## config.mk

```make
export PLATFORM = sky130hd
export DESIGN_NAME = stk_unit
export DESIGN_NICKNAME = d
export VERILOG_FILES = /design/src/rtl/stk_pkg.sv /design/src/rtl/stk_ptr_ctl.sv /design/src/rtl/stk_store.sv /design/src/rtl/stk_rd_out.sv /design/src/rtl/stk_unit.sv
export SDC_FILE = /design/constraint.sdc
export NUM_CORES = 1
export LEC_CHECK = 0
export ABC_AREA = 1
export BUFFER_PORTS_ARGS = -buffer_cell sky130_fd_sc_hd__buf_2
export CAP_MARGIN = 10
export CORE_ASPECT_RATIO = 2
export CORE_MARGIN = 2
export CORE_UTILIZATION = 45
export DETAILED_ROUTE_END_ITERATION = 8
export GPL_ROUTABILITY_DRIVEN = 0
export MAX_ROUTING_LAYER = met4
export SLEW_MARGIN = 5
export SYNTH_ARGS = -nofsm -noshare
export SYNTH_HDL_FRONTEND = slang
export SYNTH_SLANG_ARGS = --single-unit
export TNS_END_PERCENT = 30
```

## constraint.sdc

```tcl
create_clock -name clk -period 3 [get_ports clk]
set_input_delay 0.6 -clock clk [delete_from_list [all_inputs] [get_ports clk]]
set_output_delay 0.6 -clock clk [all_outputs]
set_load 0.02 [all_outputs]
```

## src/rtl/stk_pkg.sv

```systemverilog
package stk_pkg;
  // One decoded action per cycle
  typedef enum logic [1:0] {
    ACT_IDLE = 2'd0,
    ACT_PUSH = 2'd1,
    ACT_POP  = 2'd2,
    ACT_LOAD = 2'd3
  } act_e;
endpackage

```

## src/rtl/stk_ptr_ctl.sv

```systemverilog
module stk_ptr_ctl
  import stk_pkg::*;
#(
  parameter int AW = 6
) (
  input  logic          clk,
  input  logic          rst_n,
  input  act_e          act,
  input  logic [AW-1:0] new_lo,
  input  logic [AW-1:0] new_hi,
  output logic [AW-1:0] sp_q,
  output logic [AW-1:0] wr_addr,
  output logic          full_q,
  output logic          empty_q,
  output logic          err_q,
  output logic          push_ok,
  output logic          pop_ok
);
  logic [AW-1:0] floor_q, ceil_q;
  logic [AW-1:0] sp_up, sp_dn;
  logic          reject;

  assign sp_up   = sp_q + AW'(1);
  assign sp_dn   = sp_q - AW'(1);
  assign wr_addr = sp_up;
  assign push_ok = (act == ACT_PUSH) && !full_q;
  assign pop_ok  = (act == ACT_POP) && !empty_q;
  assign reject  = ((act == ACT_PUSH) && full_q) || ((act == ACT_POP) && empty_q);

  always_ff @(posedge clk) begin
    if (!rst_n) begin
      floor_q <= '0;
      ceil_q  <= '0;
      sp_q    <= '0;
      full_q  <= 1'b0;
      empty_q <= 1'b1;
      err_q   <= 1'b0;
    end else begin
      err_q <= reject;
      if (act == ACT_LOAD) begin
        floor_q <= new_lo;
        ceil_q  <= new_hi;
        sp_q    <= new_lo;
        full_q  <= 1'b0;
        empty_q <= 1'b1;
      end else if (push_ok) begin
        sp_q    <= sp_up;
        full_q  <= (sp_up == ceil_q);
        empty_q <= 1'b0;
      end else if (pop_ok) begin
        sp_q    <= sp_dn;
        empty_q <= (sp_dn == floor_q);
        full_q  <= 1'b0;
      end
    end
  end
endmodule

```

## src/rtl/stk_store.sv

```systemverilog
module stk_store #(
  parameter int DW = 16,
  parameter int AW = 6
) (
  input  logic          clk,
  input  logic          we,
  input  logic [AW-1:0] waddr,
  input  logic [DW-1:0] wdata,
  input  logic [AW-1:0] raddr,
  output logic [DW-1:0] rdata
);
  localparam int DEPTH = 1 << AW;

  logic [DW-1:0] words [DEPTH];

  always_ff @(posedge clk) begin
    if (we) words[waddr] <= wdata;
  end

  assign rdata = words[raddr];
endmodule

```

## src/rtl/stk_rd_out.sv

```systemverilog
module stk_rd_out #(
  parameter int DW = 16
) (
  input  logic          clk,
  input  logic          rst_n,
  input  logic          load,
  input  logic [DW-1:0] din,
  input  logic          rd_ready,
  output logic          rd_valid,
  output logic [DW-1:0] rd_data,
  output logic          stall
);
  assign stall = rd_valid && !rd_ready;

  always_ff @(posedge clk) begin
    if (!rst_n) begin
      rd_valid <= 1'b0;
      rd_data  <= '0;
    end else if (load) begin
      rd_valid <= 1'b1;
      rd_data  <= din;
    end else if (rd_ready) begin
      rd_valid <= 1'b0;
    end
  end
endmodule

```

## src/rtl/stk_unit.sv

```systemverilog
module stk_unit
  import stk_pkg::*;
#(
  parameter int DW = 16,
  parameter int AW = 6
) (
  input  logic          clk,
  input  logic          rst_n,
  input  logic          push_valid,
  input  logic [DW-1:0] push_data,
  input  logic          pop_valid,
  output logic          req_ready,
  output logic          rd_valid,
  input  logic          rd_ready,
  output logic [DW-1:0] rd_data,
  input  logic          lim_we,
  input  logic [AW-1:0] lim_lo,
  input  logic [AW-1:0] lim_hi,
  output logic [AW-1:0] sp,
  output logic          full,
  output logic          empty,
  output logic          err
);
  act_e          act;
  logic          stall, push_ok, pop_ok;
  logic [AW-1:0] wr_addr;
  logic [DW-1:0] top_word;

  assign req_ready = !lim_we && !stall;

  // Simultaneous push and pop decodes to idle
  always_comb begin
    act = ACT_IDLE;
    if (lim_we)                                      act = ACT_LOAD;
    else if (req_ready && push_valid && !pop_valid)  act = ACT_PUSH;
    else if (req_ready && pop_valid && !push_valid)  act = ACT_POP;
  end

  stk_ptr_ctl #(.AW(AW)) u_ctl (
    .clk     (clk),
    .rst_n   (rst_n),
    .act     (act),
    .new_lo  (lim_lo),
    .new_hi  (lim_hi),
    .sp_q    (sp),
    .wr_addr (wr_addr),
    .full_q  (full),
    .empty_q (empty),
    .err_q   (err),
    .push_ok (push_ok),
    .pop_ok  (pop_ok)
  );

  stk_store #(.DW(DW), .AW(AW)) u_mem (
    .clk   (clk),
    .we    (push_ok),
    .waddr (wr_addr),
    .wdata (push_data),
    .raddr (sp),
    .rdata (top_word)
  );

  stk_rd_out #(.DW(DW)) u_out (
    .clk      (clk),
    .rst_n    (rst_n),
    .load     (pop_ok),
    .din      (top_word),
    .rd_ready (rd_ready),
    .rd_valid (rd_valid),
    .rd_data  (rd_data),
    .stall    (stall)
  );
endmodule

```

# --- Word level (Yosys, flattened, before mapping) ---
# Memory sizes are Yosys's and may differ from the RTL's. A register that Yosys moved wholly into a read port is not among the register bits.
# Cells that the tools add are included.
totals:
  reg_bits: 22
  latch_bits: 0
  ramBits: 1024
  mem_bits_ro: 0
  inputBits: 34
  out_inout_bits: 27
  word_cells: 53
  mem_count: 1
memory_table:
  columns: ["memory", "depth", "word_bits", "rd", "rd_clocked_by_memory_dff", "wr", "line", "rtl"]
  rows:
  - ["u_mem.words", 64, 16, 1, 1, 1, "stk_store.sv:14", "logic [DW-1:0] words [DEPTH];"]
op_classes:
  n_addsub: 2
  mul: 0
  div: 0
  magnitude_cmp: 0
  eq_ne: 5
  shift: 0
  muxes: 14
  n_bitwise: 1
  reduce_logical: 23
op_table:
  columns: ["operator", "n"]
  rows:
  - ["two-way mux 6 bit", 3]
  - ["equality test 6 bit", 2]
  - ["logical AND 1 bit", 10]
  - ["zero test 1 bit", 8]
  - ["two-way mux 1 bit", 8]
  - ["adder 6 x 1 -> 6 bit, second input constant", 1]
  - ["two-way mux 2 bit", 3]
  - ["subtractor 6 x 1 -> 6 bit, second input constant", 1]
  - ["equality test 2 bit, second input constant", 2]
  - ["nonzero test 2 bit", 2]
  - ["nonzero test 3 bit", 1]
  - ["equality test 2 x 1 -> 1 bit, second input constant", 1]
  - ["OR reduction 2 bit", 1]
  - ["logical OR 1 bit", 1]
  - ["NOT 1 bit", 1]

# --- Longest topological paths before layout ---
logic_depth:
  word_depth: 14
  ltp_mapped: 16
  ltp_nobuf: 13

# --- By module ---
# From an unflattened synthesis, not the netlist that was laid out.
hier_totals:
  hier_cells: 3779
  hier_area_um2: 43669.4
modules_own_cells:
  columns: ["mod", "n_inst", "cells_per_inst", "area_each_um2", "seq_area_each_um2"]
  rows:
  - ["stk_store", 1, 3501, 41778.8, 30749.5]
  - ["stk_ptr_ctl", 1, 195, 1263.7, 420.4]
  - ["stk_rd_out", 1, 74, 591.8, 340.3]
  - ["stk_unit", 1, 9, 35.0, 0.0]

# --- Worst setup path after synthesis ---
# OpenSTA, ideal clock, no wires.
synth_timing:
  path_kind: "reg2reg"
  from: "register u_ctl.sp_q[0]"
  to: "memory u_mem.words[15][0], enable pin"
  setup_time_ns: 0.388
  t_arrival_ns: 2.653
  required_time_ns: 2.612
  setup_slack_ns: -0.042
  stages_incl_launch_ff: 11
  path_buffers: 4
  period_less_slack_ns: 3.042
  path_cell_list: "dfxtp_1 -> inv_2 -> buf_4 -> buf_2 -> buf_2 -> ha_1 -> clkbuf_1 -> inv_1 -> nor2_1 -> nand2_1 -> nor2_1"
synth_between:
  elab_chain_len: 1
synth_rtl:
  columns: ["element", "line", "rtl"]
  rows:
  - ["from (decl)", "stk_ptr_ctl.sv:11", "output logic [AW-1:0] sp_q,"]
  - ["from (signal assigned)", "stk_ptr_ctl.sv:43", "sp_q <= new_lo;"]
  - ["from (signal assigned)", "stk_ptr_ctl.sv:47", "sp_q <= sp_up;"]
  - ["from (signal assigned)", "stk_ptr_ctl.sv:51", "sp_q <= sp_dn;"]
  - ["adder 6 x 1 -> 6 bit", "stk_ptr_ctl.sv:23", "assign sp_up = sp_q + AW'(1);"]
  - ["to (decl)", "stk_store.sv:14", null]
# Every way passes these cells.

==> summary.txt <==
Run status
  • Status: finished, final reports clean

Timing
  • RSZ-0062 raised after global routing: false
  • Clk_skew: 0.0212 ns
  • Worst Tran Pin Value: between 1 and 1.5 ns
  • Relative slew slack: 32.2%
  • Final hold vios: 0
  • Hold slack final: about 0.14 ns
  • FMAX: 0.353 GHz
  • Final count of pins violating max slew: 0
  • Final setup fails: 0
  • Fin crit period: 2.83 ns
  • Fin crit share: a little over nine tenths
  • Setup ws final: around 0.17 ns

Power and ir drop
  • Tot Pwr: approximately 31 mW
  • Pwr dens: 616 mW/mm²
  • Switch Pwr: 7.61 mW
  • Comb power frac: about a tenth
  • Sw Ratio: 24.6%
  • Reg power frac: between 50% and 60%
  • Power share of the clock group: a little under two fifths
  • Worst vdd ir: 0.463 mV
  • Cell Int Power: 23.3 mW
  • LEAKAGE: about 20 nW

Yosys
  • Synthesized area: about 0.045 mm²
  • Main synth FF type: edfxtp_1
  • Asr flop ratio synth: 0%
  • Top cells by area, synth: edfxtp_1, nand2_1, nand3_1
  • Distinct cells, synth: 32
  • Most frequent cell after synthesis: nand2_1
  • Synth warn: 0
  • Top cell type by total area after synthesis: edfxtp_1
  • Syn avg cell area: 10.6 µm²
  • Post-synth top cells: nand2_1, edfxtp_1, nor2_1, nand3_1, inv_1
  • Post-Syn Nets: 4267
  • Syn Inst Count: 4231
  • Number of synthesized register bits: between 1000 and 1500
  • Yosys top cell area share: 68.7%
  • EDFF count, synth: 1024
  • Sequential fraction of the synthesis area: a little over 70%

Clock network
  • CTS clk-pin slew, worst paths: 0.07 ns
  • Maximum clock path buffer count: 3
  • Setup bufs post-CTS: 0
  • Clk_lat worst skew: 0.71 ns
  • CTS resizes: 0
  • CTS Hold Buffers Added: 0
  • Root Buffer: clkbuf_16
  • CTS Buf Count: 87
  • CTS tree: yes
  • CTS sink count: between 1000 and 1500
  • CTS H-tree depth: 3

Placement
  • Area post-placement: roughly 0.047 mm²
  • Port buffer count: 60
  • Post-place setup slack: -0.215 ns
  • Post-DP HPWL: 85.5 mm
  • Placed cell count: 5564

Hold path
  • Hold Path End: u_ctl.ceil_q[1]
  • Worst Hold Depth: 3
  • Worst Min Path Start: lim_hi[1]
  • Min-Delay Path Class: in2reg

Layout
  • # fillers: 8890
  • Syn-to-layout area delta: 12.1%
  • Non-Filler Instances: 5726
  • Layout cells sized above 1: 9.31%
  • Nets: 4369
  • Design Area, Final: 0.0502 mm²

Critical path
  • WP data arrival: 3.43 ns
  • Setup CP Type: reg2reg
  • CP required: roughly 3.6 ns
  • Crit path launch type: register
  • Crit Path Max Fanout: 66
  • Worst r2r dst: u_out.rd_data[9]
  • Critical R2R Launch: u_ctl.sp_q[1]
  • Worst R2R Setup Slack: 0.17 ns
  • R2R cell count: 13
  • Crit path capture type: register

Floorplanning
  • Core area: just under 0.1 mm²
  • Die X: 227 µm
  • Die height: 450 µm
  • # rows: 163
  • Ports: 61
  • Initial Util: 45.4%
  • Die Area: 0.102 mm²

Global route
  • GRT Total Usage: 27.9%
  • Initial antenna violation count: 2
  • Largest net degree at the start of global routing: 162
  • Vias in the first global route: 30300
  • Global-route wire length before repair: approximately 200 mm
  • Gr ovfl total: 0

Route
  • Post-route ant nets: 0
  • TritonRoute pass-1 iters: 7
  • DRC: 0
  • Via density: around 5.4
  • Wire per inst: about 24 µm
  • Routed wire length: 138 mm
  • DRC violation total after the first TritonRoute iteration: 3011
  • Via Count: 30700

Job
  • Max Cap Viol: 0
[layout make-up]
type	instances	area, µm²	area share, %
diodes	2	5.00	0.00997
clock buffers	111	2370	4.72
clock inverters	49	442	0.880
inverters	380	1440	2.87
multi-input cells	2564	10800	21.4
flip-flops and latches	1062	31500	62.8
well taps	1320	1650	3.29
repair buffers	238	2010	4.00
[metal layers]
layer | vias up | track usage, % | share of wire [%]
met3 | 332 | 3.14 | 5.2
met1 | 15100 | 30.1 | 35
met2 | 1116 | 48.9 | 53
li1 | 14200 | - | -
met4 | 0 | 17.0 | 6.7
met5 | - | - | 0
[cells in the final DEF, fill, tap and decap left out, drive strengths merged, types with 3 or more instances in the layout]
cell / netlist / final
clkbuf: 62 / 111
xnor2: 3 / 3
a21oi: 78 / 78
edfxtp: 1024 / 1024
or2: 16 / 16
clkinv: 1 / 37
bufinv: 0 / 8
xor2: 15 / 15
dfxtp: 38 / 38
nand3: 433 / 433
o21ai: 211 / 211
buf: 163 / 238
nor2: 571 / 571
inv: 379 / 382
nand2: 1226 / 1226
[through the flow]
stage                     util [%]  TNS [ns]
final                         50.9         0
after detailed placement      48.0     -6.27
after global routing          50.9         0
after floorplan                  -    -21.20
after global placement        48.0    -27.25
after CTS                     50.9         0
[kinds of logic (layout without fill, tap and decap cells)]
family / count (synthesis) / in the layout / synth area share [%]
simple gates: 2250 / 2250 / 20.3
compound gates: 294 / 294 / 3.32
buf+inv: 605 / 778 / 5.63
flops: 1062 / 1062 / 70.4
fa+ha+maj: 2 / 2 / 0.0559
other cells: 0 / 2 / 0
xor+xnor: 18 / 18 / 0.386
[power by group through the flow]
stage / clock [mW] / sequential (mW) / combinational (mW)
floorplan: 0 / 16.6 / 1.55
global placement: 0 / 16.6 / 2.98
detailed placement: 0 / 16.6 / 2.99
CTS: 11.8 / 16.3 / 3.00
global route: 12.3 / 16.3 / 3.21
finish: 11.6 / 16.3 / 3.01
[worst max-delay path, cell delays in order, from the launching register on]
cell and delay, ns:
dfxtp_4 0.37, buf_4 0.17, inv_8 0.06, buf_4 0.64, buf_4 0.45, nor2_1 0.08
o21ai_0 0.08, nand3_1 0.11, nand3_1 0.14, nand2_1 0.15, nand3_1 0.15, nand3_1 0.08
nand2_1 0.07, inv_1 0.03
[flip-flops by register name, summed over array words and instances (netlist names)]
signal / count
u_ctl.full_q: 1
u_ctl.sp_q: 6
u_out.rd_data: 16
u_ctl.err_q: 1
u_ctl.floor_q: 6
u_out.rd_valid: 1
u_ctl.ceil_q: 6
u_ctl.empty_q: 1
u_mem.words: 1024
[worst max-delay path by stage]
| stage | start | to | slack [ns] | cells past startpoint |
|---|---|---|---|---|
| CTS | u_ctl.sp_q[1] | u_mem.words[30][2] | 0.10 | 8 |
| finish | u_ctl.sp_q[1] | u_out.rd_data[9] | 0.17 | 13 |
| global route | u_ctl.sp_q[1] | u_out.rd_data[9] | 0.03 | 13 |
| floorplan | u_ctl.sp_q[0] | u_mem.words[15][0] | -0.04 | 10 |
| detailed placement | rd_ready | u_mem.words[30][2] | -0.21 | 10 |
| global placement | rd_ready | u_mem.words[20][9] | -0.52 | 10 |
No activity file was read; power rests on OpenSTA's default activity.
